<file path="src/rtl/rtc_pkg.sv">
package rtc_pkg;

    localparam logic [7:0] OFF_CTRL = 8'h00;
    localparam logic [7:0] OFF_DATE = 8'h04;
    localparam logic [7:0] OFF_TIME = 8'h08;

    localparam logic [15:0] CTRL_KEY = 16'h16AA;

    localparam int NUM_BUSY  = 3;
    localparam int BUSY_CTRL = 0;
    localparam int BUSY_DATE = 1;
    localparam int BUSY_TIME = 2;

    typedef struct packed {
        logic [5:0] sec;
        logic [5:0] min;
        logic [4:0] hour;
    } tod_t;

    typedef struct packed {
        logic [4:0] day;
        logic [3:0] mon;
        logic [5:0] year;
        logic       leap;
    } ymd_t;

    function automatic logic [4:0] days_in_month(input logic [3:0] mon, input logic leap);
        logic [4:0] len;
        case (mon)
            4'd2:                      len = leap ? 5'd29 : 5'd28;
            4'd4, 4'd6, 4'd9, 4'd11:   len = 5'd30;
            default:                   len = 5'd31;
        endcase
        return len;
    endfunction

endpackage

</file>
<file path="src/rtl/rtc_prescaler.sv">
module rtc_prescaler #(
    parameter int TICKS_PER_SEC = 32768
) (
    input  logic clk,
    input  logic rst,
    input  logic slow_tick,
    input  logic restart,
    output logic sec_step
);
    localparam int CNT_W = (TICKS_PER_SEC > 1) ? $clog2(TICKS_PER_SEC) : 1;
    localparam logic [CNT_W-1:0] LAST = CNT_W'(TICKS_PER_SEC - 1);

    typedef struct packed {
        logic [CNT_W-1:0] cnt;
    } pre_t;

    pre_t st_d, st_q;

    assign sec_step = slow_tick && !restart && (st_q.cnt == LAST);

    always_comb begin
        st_d = st_q;
        if (restart) begin
            st_d.cnt = '0;
        end else if (slow_tick) begin
            st_d.cnt = (st_q.cnt == LAST) ? '0 : st_q.cnt + 1'b1;
        end
    end

    always_ff @(posedge clk) begin
        if (rst) st_q <= '0;
        else     st_q <= st_d;
    end


    pre_range_chk: assert property (@(posedge clk) disable iff (rst)
        st_q.cnt <= LAST);


    pre_restart_chk: assert property (@(posedge clk) disable iff (rst)
        restart |=> st_q.cnt == '0);

endmodule

</file>
<file path="src/rtl/rtc_calendar.sv">
module rtc_calendar
    import rtc_pkg::*;
(
    input  logic clk,
    input  logic rst,
    input  logic sec_step,
    input  logic load_tod,
    input  tod_t tod_in,
    input  logic load_ymd,
    input  ymd_t ymd_in,
    output tod_t tod,
    output ymd_t ymd
);
    typedef struct packed {
        tod_t t;
        ymd_t d;
    } cal_t;

    localparam cal_t CAL_RESET = '{
        t: '{sec: 6'd0, min: 6'd0, hour: 5'd0},
        d: '{day: 5'd1, mon: 4'd1, year: 6'd0, leap: 1'b0}
    };

    cal_t st_d, st_q;
    cal_t rolled;
    logic carry_min, carry_hour, carry_day, carry_mon, carry_year;

    always_comb begin
        rolled     = st_q;
        carry_min  = 1'b0;
        carry_hour = 1'b0;
        carry_day  = 1'b0;
        carry_mon  = 1'b0;
        carry_year = 1'b0;
        if (sec_step) begin
            if (st_q.t.sec >= 6'd59) begin
                rolled.t.sec = '0;
                carry_min    = 1'b1;
            end else begin
                rolled.t.sec = st_q.t.sec + 6'd1;
            end
        end
        if (carry_min) begin
            if (st_q.t.min >= 6'd59) begin
                rolled.t.min = '0;
                carry_hour   = 1'b1;
            end else begin
                rolled.t.min = st_q.t.min + 6'd1;
            end
        end
        if (carry_hour) begin
            if (st_q.t.hour >= 5'd23) begin
                rolled.t.hour = '0;
                carry_day     = 1'b1;
            end else begin
                rolled.t.hour = st_q.t.hour + 5'd1;
            end
        end
        if (carry_day) begin
            if (st_q.d.day >= days_in_month(st_q.d.mon, st_q.d.leap)) begin
                rolled.d.day = 5'd1;
                carry_mon    = 1'b1;
            end else begin
                rolled.d.day = st_q.d.day + 5'd1;
            end
        end
        if (carry_mon) begin
            if (st_q.d.mon >= 4'd12) begin
                rolled.d.mon = 4'd1;
                carry_year   = 1'b1;
            end else begin
                rolled.d.mon = st_q.d.mon + 4'd1;
            end
        end
        if (carry_year) begin
            rolled.d.year = st_q.d.year + 6'd1;
        end
    end

    always_comb begin
        st_d = rolled;
        if (load_tod) begin
            st_d.t = tod_in;
            st_d.d = st_q.d;
        end
        if (load_ymd) begin
            st_d.d = ymd_in;
        end
    end

    always_ff @(posedge clk) begin
        if (rst) st_q <= CAL_RESET;
        else     st_q <= st_d;
    end

    assign tod = st_q.t;
    assign ymd = st_q.d;


    tod_keeps_date_chk: assert property (@(posedge clk) disable iff (rst)
        (load_tod && !load_ymd) |=> $stable(ymd));


    leap_held_chk: assert property (@(posedge clk) disable iff (rst)
        !load_ymd |=> ymd.leap == $past(ymd.leap));


    sec_moves_chk: assert property (@(posedge clk) disable iff (rst)
        (!sec_step && !load_tod) |=> $stable(tod));


    day_nonzero_chk: assert property (@(posedge clk) disable iff (rst)
        (sec_step && !load_ymd && !load_tod && ymd.day != 5'd0) |=> ymd.day != 5'd0);

endmodule

</file>
<file path="src/rtl/rtc_busy.sv">
module rtc_busy #(
    parameter int NUM        = 3,
    parameter int BUSY_TICKS = 3
) (
    input  logic           clk,
    input  logic           rst,
    input  logic           slow_tick,
    input  logic [NUM-1:0] start,
    output logic [NUM-1:0] busy
);
    localparam int BW = $clog2(BUSY_TICKS + 1);
    localparam logic [BW-1:0] LOAD = BW'(BUSY_TICKS);

    typedef struct packed {
        logic [NUM-1:0][BW-1:0] cnt;
    } busy_t;

    busy_t st_d, st_q;
    logic [NUM-1:0][BW-1:0] cnt_nxt;

    for (genvar g = 0; g < NUM; g++) begin : g_flag
        always_comb begin
            if (start[g])
                cnt_nxt[g] = LOAD;
            else if (slow_tick && st_q.cnt[g] != '0)
                cnt_nxt[g] = st_q.cnt[g] - 1'b1;
            else
                cnt_nxt[g] = st_q.cnt[g];
        end
        assign busy[g] = (st_q.cnt[g] != '0);


        busy_rise_chk: assert property (@(posedge clk) disable iff (rst)
            start[g] |=> busy[g]);


        busy_hold_chk: assert property (@(posedge clk) disable iff (rst)
            (busy[g] && !slow_tick) |=> busy[g]);
    end

    always_comb begin
        st_d     = st_q;
        st_d.cnt = cnt_nxt;
    end

    always_ff @(posedge clk) begin
        if (rst) st_q <= '0;
        else     st_q <= st_d;
    end

endmodule

</file>
<file path="src/rtl/rtc_core.sv">
module rtc_core
    import rtc_pkg::*;
#(
    parameter int TICKS_PER_SEC = 32768,
    parameter int BUSY_TICKS    = 3
) (
    input  logic        clk,
    input  logic        rst,
    input  logic        slow_tick,
    input  logic        bus_sel,
    input  logic        bus_wr,
    input  logic [7:0]  bus_addr,
    input  logic [31:0] bus_wdata,
    output logic [31:0] bus_rdata,
    output logic        ext_osc_sel
);
    typedef struct packed {
        logic osc_ext;
        logic drive;
        logic auto_sw;
    } ctrl_t;

    ctrl_t st_d, st_q;

    logic wr_any, wr_ctrl, wr_date, wr_time, key_ok;
    logic sec_step;
    logic [NUM_BUSY-1:0] busy_start, busy;
    tod_t tod, tod_in;
    ymd_t ymd, ymd_in;

    assign wr_any  = bus_sel && bus_wr;
    assign key_ok  = (bus_wdata[31:16] == CTRL_KEY);
    assign wr_ctrl = wr_any && (bus_addr == OFF_CTRL) && key_ok;
    assign wr_date = wr_any && (bus_addr == OFF_DATE);
    assign wr_time = wr_any && (bus_addr == OFF_TIME);

    assign tod_in = '{sec: bus_wdata[5:0], min: bus_wdata[13:8], hour: bus_wdata[20:16]};
    assign ymd_in = '{day: bus_wdata[4:0], mon: bus_wdata[11:8],
                      year: bus_wdata[21:16], leap: bus_wdata[22]};

    always_comb begin
        busy_start            = '0;
        busy_start[BUSY_CTRL] = wr_ctrl;
        busy_start[BUSY_DATE] = wr_date;
        busy_start[BUSY_TIME] = wr_time;
    end

    always_comb begin
        st_d = st_q;
        if (wr_ctrl) begin
            st_d.osc_ext = bus_wdata[0];
            st_d.drive   = bus_wdata[3];
            st_d.auto_sw = bus_wdata[14];
        end
    end

    always_ff @(posedge clk) begin
        if (rst) st_q <= '0;
        else     st_q <= st_d;
    end

    rtc_prescaler #(.TICKS_PER_SEC(TICKS_PER_SEC)) u_pre (
        .clk       (clk),
        .rst       (rst),
        .slow_tick (slow_tick),
        .restart   (wr_time),
        .sec_step  (sec_step)
    );

    rtc_calendar u_cal (
        .clk      (clk),
        .rst      (rst),
        .sec_step (sec_step),
        .load_tod (wr_time),
        .tod_in   (tod_in),
        .load_ymd (wr_date),
        .ymd_in   (ymd_in),
        .tod      (tod),
        .ymd      (ymd)
    );

    rtc_busy #(.NUM(NUM_BUSY), .BUSY_TICKS(BUSY_TICKS)) u_busy (
        .clk       (clk),
        .rst       (rst),
        .slow_tick (slow_tick),
        .start     (busy_start),
        .busy      (busy)
    );

    always_comb begin
        bus_rdata = '0;
        case (bus_addr)
            OFF_CTRL: begin
                bus_rdata[0]   = st_q.osc_ext;
                bus_rdata[3]   = st_q.drive;
                bus_rdata[14]  = st_q.auto_sw;
                bus_rdata[9:7] = busy;
            end
            OFF_DATE: begin
                bus_rdata[4:0]   = ymd.day;
                bus_rdata[11:8]  = ymd.mon;
                bus_rdata[21:16] = ymd.year;
                bus_rdata[22]    = ymd.leap;
            end
            OFF_TIME: begin
                bus_rdata[5:0]   = tod.sec;
                bus_rdata[13:8]  = tod.min;
                bus_rdata[20:16] = tod.hour;
            end
            default: bus_rdata = '0;
        endcase
    end

    assign ext_osc_sel = st_q.osc_ext;


    unkeyed_ctrl_chk: assert property (@(posedge clk) disable iff (rst)
        (wr_any && bus_addr == OFF_CTRL && !key_ok) |=> $stable(st_q));


    keyed_ctrl_chk: assert property (@(posedge clk) disable iff (rst)
        wr_ctrl |=> ext_osc_sel == $past(bus_wdata[0]));

endmodule

</file>
<file path="config.mk">
export PLATFORM = sky130hd
export DESIGN_NAME = rtc_core
export DESIGN_NICKNAME = d
export VERILOG_FILES = /design/src/rtl/rtc_pkg.sv /design/src/rtl/rtc_prescaler.sv /design/src/rtl/rtc_calendar.sv /design/src/rtl/rtc_busy.sv /design/src/rtl/rtc_core.sv
export SDC_FILE = /design/constraint.sdc
export NUM_CORES = 1
export LEC_CHECK = 0
export CORE_AREA = 2 2 70 105
export CTS_CLUSTER_SIZE = 10
export DETAILED_ROUTE_END_ITERATION = 7
export DIE_AREA = 0 0 72 107
export GPL_TIMING_DRIVEN = 1
export PLACE_DENSITY_LB_ADDON = 0.12
export SYNTH_ARGS = -nofsm -noshare
export SYNTH_HDL_FRONTEND = slang
export SYNTH_SLANG_ARGS = --single-unit
</file>
<file path="constraint.sdc">
create_clock -name clk -period 7.38 [get_ports clk]
set_input_delay 1.476 -clock clk [delete_from_list [all_inputs] [get_ports clk]]
set_output_delay 1.476 -clock clk [all_outputs]
set_load 0.02 [all_outputs]
</file>
==> impl_metrics.sql <==
INSERT INTO impl_metrics (metric_group, metric, value, unit) VALUES
('status', 'run_status', 'completed', ''),
('routing', 'drt_first_pass_iters', '5', ''),
('run', 'max_cap_violations', '0', ''),
('worst_setup_path', 'timing.critical_path.from_type', 'primary input', ''),
('clock_tree', 'post_cts_resized', '0', ''),
('worst_setup_path', 'crit_path_end_kind', 'output pin', ''),
('yosys', 'synth_cell_type_count', '56', ''),
('sta', 'fin_tns_setup', '0', 'ns'),
('yosys', 'async_flop_share', '0', '%'),
('yosys', 'synth_adder_area_share', '5.123', '%'),
('worst_setup_path', 'critical_path_peak_fanout', '14', ''),
('routing', 'drt.antenna.violating_nets', '0', ''),
('worst_setup_path', 'reg2reg_path_depth', '12', ''),
('clock_tree', 'numClockSinks', '57', ''),
('clock_tree', 'numCtsBuffers', '9', ''),
('floorplanning', 'core', '6805', 'um^2'),
('sta', 'setup_viol', '0', ''),
('floorplanning', 'die_width', '72', 'um'),
('clock_tree', 'worst_skew_pair.late_latency', '0.35', 'ns'),
('final_layout', 'num-nets-final', '587', ''),
('pwr', 'clockPowerShare', '43.3', '%'),
('placed_design', 'gp_congestion', '0.8982', ''),
('pwr', 'internal-power', '520.7', 'uW'),
('sta', 'drv_slew', '0', ''),
('placed_design', 'place_hpwl', '7074', 'um'),
('sta', 'fmax', '183.8', 'MHz'),
('clock_tree', 'cts-root-buf', 'sky130_fd_sc_hd__clkbuf_8', ''),
('routing', 'routed-via-count', '3563', ''),
('final_layout', 'layout-drive-gt1-share', '4.896', '%'),
('yosys', 'synth-xor-area-share', '5.260', '%'),
('yosys', 'largest_family_of_logic_cells_by_synthesized_area', 'simple AND/OR/NAND/NOR gates', ''),
('worst_setup_path', 'worst_setup_path_startpoint', 'bus_addr[3]', ''),
('sta', 'timing.final.crit_share', '73.73', '%'),
('clock_tree', 'htree_num_levels', '3', ''),
('clock_tree', 'post_cts_buffers', '0', ''),
('final_layout', 'layout.filler_cells', '600', ''),
('pwr', 'p_sw_share', '24.17', '%'),
('routing', 'drt_drc_violations_left', '0', ''),
('routing', 'final_wirelength', '9559', 'um'),
('yosys', 'post_synth_inst_count', '478', ''),
('floorplanning', 'core.rowCount', '37', ''),
('floorplanning', 'dieArea', '7704', 'um^2'),
('pwr', 'power_density', '154.6', 'nW/um^2'),
('floorplanning', 'ioPinCount', '78', ''),
('sta', 'period_minus_slack', '5.441', 'ns'),
('grt', 'grt.total_usage', '25.82', '%'),
('yosys', 'yosys.area_share.simple', '31.66', '%'),
('clock_tree', 'cts_tree', 'built', ''),
('yosys', 'synth-main-ff-cell', 'sky130_fd_sc_hd__dfxtp_1', ''),
('worst_setup_path', 'timing.rr.start', 'u_cal.ymd[7]', ''),
('grt', 'antenna_violations_before_repair', '0', ''),
('routing', 'detail_route.vias_per_cell', '5.851', ''),
('sta', 'worst_slew_margin_rel', '42.95', '%'),
('pwr', 'fraction_of_power_consumed_by_sequential_logic', '46.3', '%'),
('hold_path', 'timing.hold.worst.start', 'u_pre.st_q[14]', ''),
('grt', 'first_global_vias', '3287', ''),
('pwr', 'power.combinational.fraction', '10.5', '%'),
('clock_tree', 'cts.clk_slew.worst_paths', '0.06', 'ns'),
('worst_setup_path', 'worstSetupPathType', 'in -> out', ''),
('final_layout', 'final_util', '65.25', '%'),
('floorplanning', 'vert_die_dim', '107', 'um'),
('pwr', 'power.ir.vdd_worst', '0.1421', 'mV'),
('hold_path', 'instance_count_along_the_most_critical_hold_path', '2', ''),
('sta', 'worst-slew-pin-transition', '0.8492', 'ns'),
('yosys', 'synth-edff-count', '0', ''),
('grt', 'total_grt_overflow', '0', ''),
('yosys', 'syn_area', '3664', 'um^2'),
('sta', 'finClkSkew', '0.006996', 'ns'),
('final_layout', 'num_antenna_cells', '0', ''),
('pwr', 'p_leak', '1.615', 'nW'),
('worst_setup_path', 'worst-endpoint-arrival', '3.97', 'ns');
## cell families (layout without fill, tap and decap cells)
family          after synthesis  count (layout)
xor+xnor                     22              22
mux                          13              13
simple gates                226             226
compound gates               94              94
other cells                   1              11
buf+inv                      50              93
fa+ha+maj                    15              15
flops                        57              57
## power by group through the flow
stage | clock, mW | combinational (mW) | sequential, mW
floorplan | 0 | 0.0426 | 0.323
global placement | 0 | 0.0699 | 0.324
detailed placement | 0 | 0.0716 | 0.324
CTS | 0.303 | 0.0722 | 0.317
global route | 0.316 | 0.0793 | 0.318
finish | 0.297 | 0.0720 | 0.318
## area by class of cell
type / count / area (um^2) / share of cell area, %
inverters: 14 / 52.55 / 1.183
clock buffers: 12 / 155.1 / 3.494
repair buffers: 64 / 638.1 / 14.37
clock inverters: 3 / 40.04 / 0.9017
well taps: 78 / 97.59 / 2.198
multi-input cells: 381 / 2316 / 52.16
flip-flops and latches: 57 / 1141 / 25.70
## critical path, cell delays in order
cell,delay (ns)
sky130_fd_sc_hd__clkdlybuf4s50_1,0.61
sky130_fd_sc_hd__nor2b_1,0.42
sky130_fd_sc_hd__and3_1,0.58
sky130_fd_sc_hd__a22o_1,0.25
sky130_fd_sc_hd__clkdlybuf4s50_1,0.62
## metal layers
layer	wire length, um	track usage (%)	share of wire, %
met5	0	0	0
met4	373	14.96	3.9
met3	529	4.793	5.5
met2	4674	43.25	49
met1	3982	30.26	42
## sequential cells by signal, indices dropped and copies added, names as in the netlist
signal / flops
st_q: 2
u_busy.st_q: 6
ext_osc_sel: 1
u_cal.tod: 17
u_pre.st_q: 15
u_cal.ymd: 16
## cell usage in the layout (no fill, tap or decap), drive strengths merged, types with 4 or more instances in the layout
master and instances:
ha 15, a22o 10, nor2 76, dfxtp 57
xnor2 8, nand4 11, a211oi 6, and2 9
a31oi 7, or3 4, and3 7, nor2b 5
nand3 27, o21ai 24, nand2 46, conb 11
a21oi 28, nor3 19, clkdlybuf4s50 63, xor2 14
and4 6, inv 14, clkbuf 12, mux2i 12
## worst paths after layout
check / endpoint / slack [ns]
worst max-delay path: bus_rdata[1] / 1.94
worst min-delay path: u_pre.st_q[14] / 0.48
worst max register to register: u_cal.ymd[4] / 4.51
worst min register to register: u_pre.st_q[14] / 0.48
## stage by stage
step	hold WS, ns	total power, mW	cell area, um^2	cells
3_3_place_gp	0.4570	0.3939	4245	594
6_report	0.4835	0.6866	4441	609
3_5_place_dp	0.4678	0.3960	4245	594
4_1_cts	0.4823	0.6928	4441	609
5_1_grt	0.5276	0.7138	4441	609
2_1_floorplan	0.4326	0.3660	3701	488
## synthesized netlist by cell type, drive strengths merged, types with 2 or more instances
| cell | n | area (um^2) |
|---|---|---|
| inv | 14 | 52.55 |
| nor4 | 3 | 33.78 |
| a311oi | 2 | 17.52 |
| o211ai | 3 | 22.52 |
| and3 | 7 | 45.05 |
| a21oi | 28 | 140.1 |
| xnor2 | 8 | 70.07 |
| a31oi | 7 | 43.79 |
| nor2b | 5 | 31.28 |
| a21boi | 2 | 15.01 |
| nand3b | 2 | 15.01 |
| o31ai | 3 | 22.52 |
| nand3 | 27 | 147.6 |
| nor4b | 2 | 17.52 |
| nand2b | 2 | 12.51 |
| a22o | 10 | 87.58 |
| o2111a | 2 | 22.52 |
| clkbuf | 21 | 80.07 |
| o21ai | 24 | 120.1 |
| or3 | 4 | 26.28 |
| mux2i | 12 | 120.1 |
| xor2 | 14 | 122.6 |
| a211oi | 6 | 45.04 |
| and4 | 6 | 55.05 |
| nor2 | 76 | 287.8 |
| buf | 15 | 111.4 |
| nand4b | 2 | 17.52 |
| dfxtp | 57 | 1141 |
| and2 | 9 | 56.31 |
| nand4 | 11 | 75.07 |
| ha | 15 | 187.7 |
| a32oi | 2 | 17.52 |
| nand2 | 46 | 172.7 |
| nor4bb | 3 | 30.03 |
| o2111ai | 2 | 23.77 |
| nor3 | 19 | 117.6 |
Power figures use the tool's default switching activity.
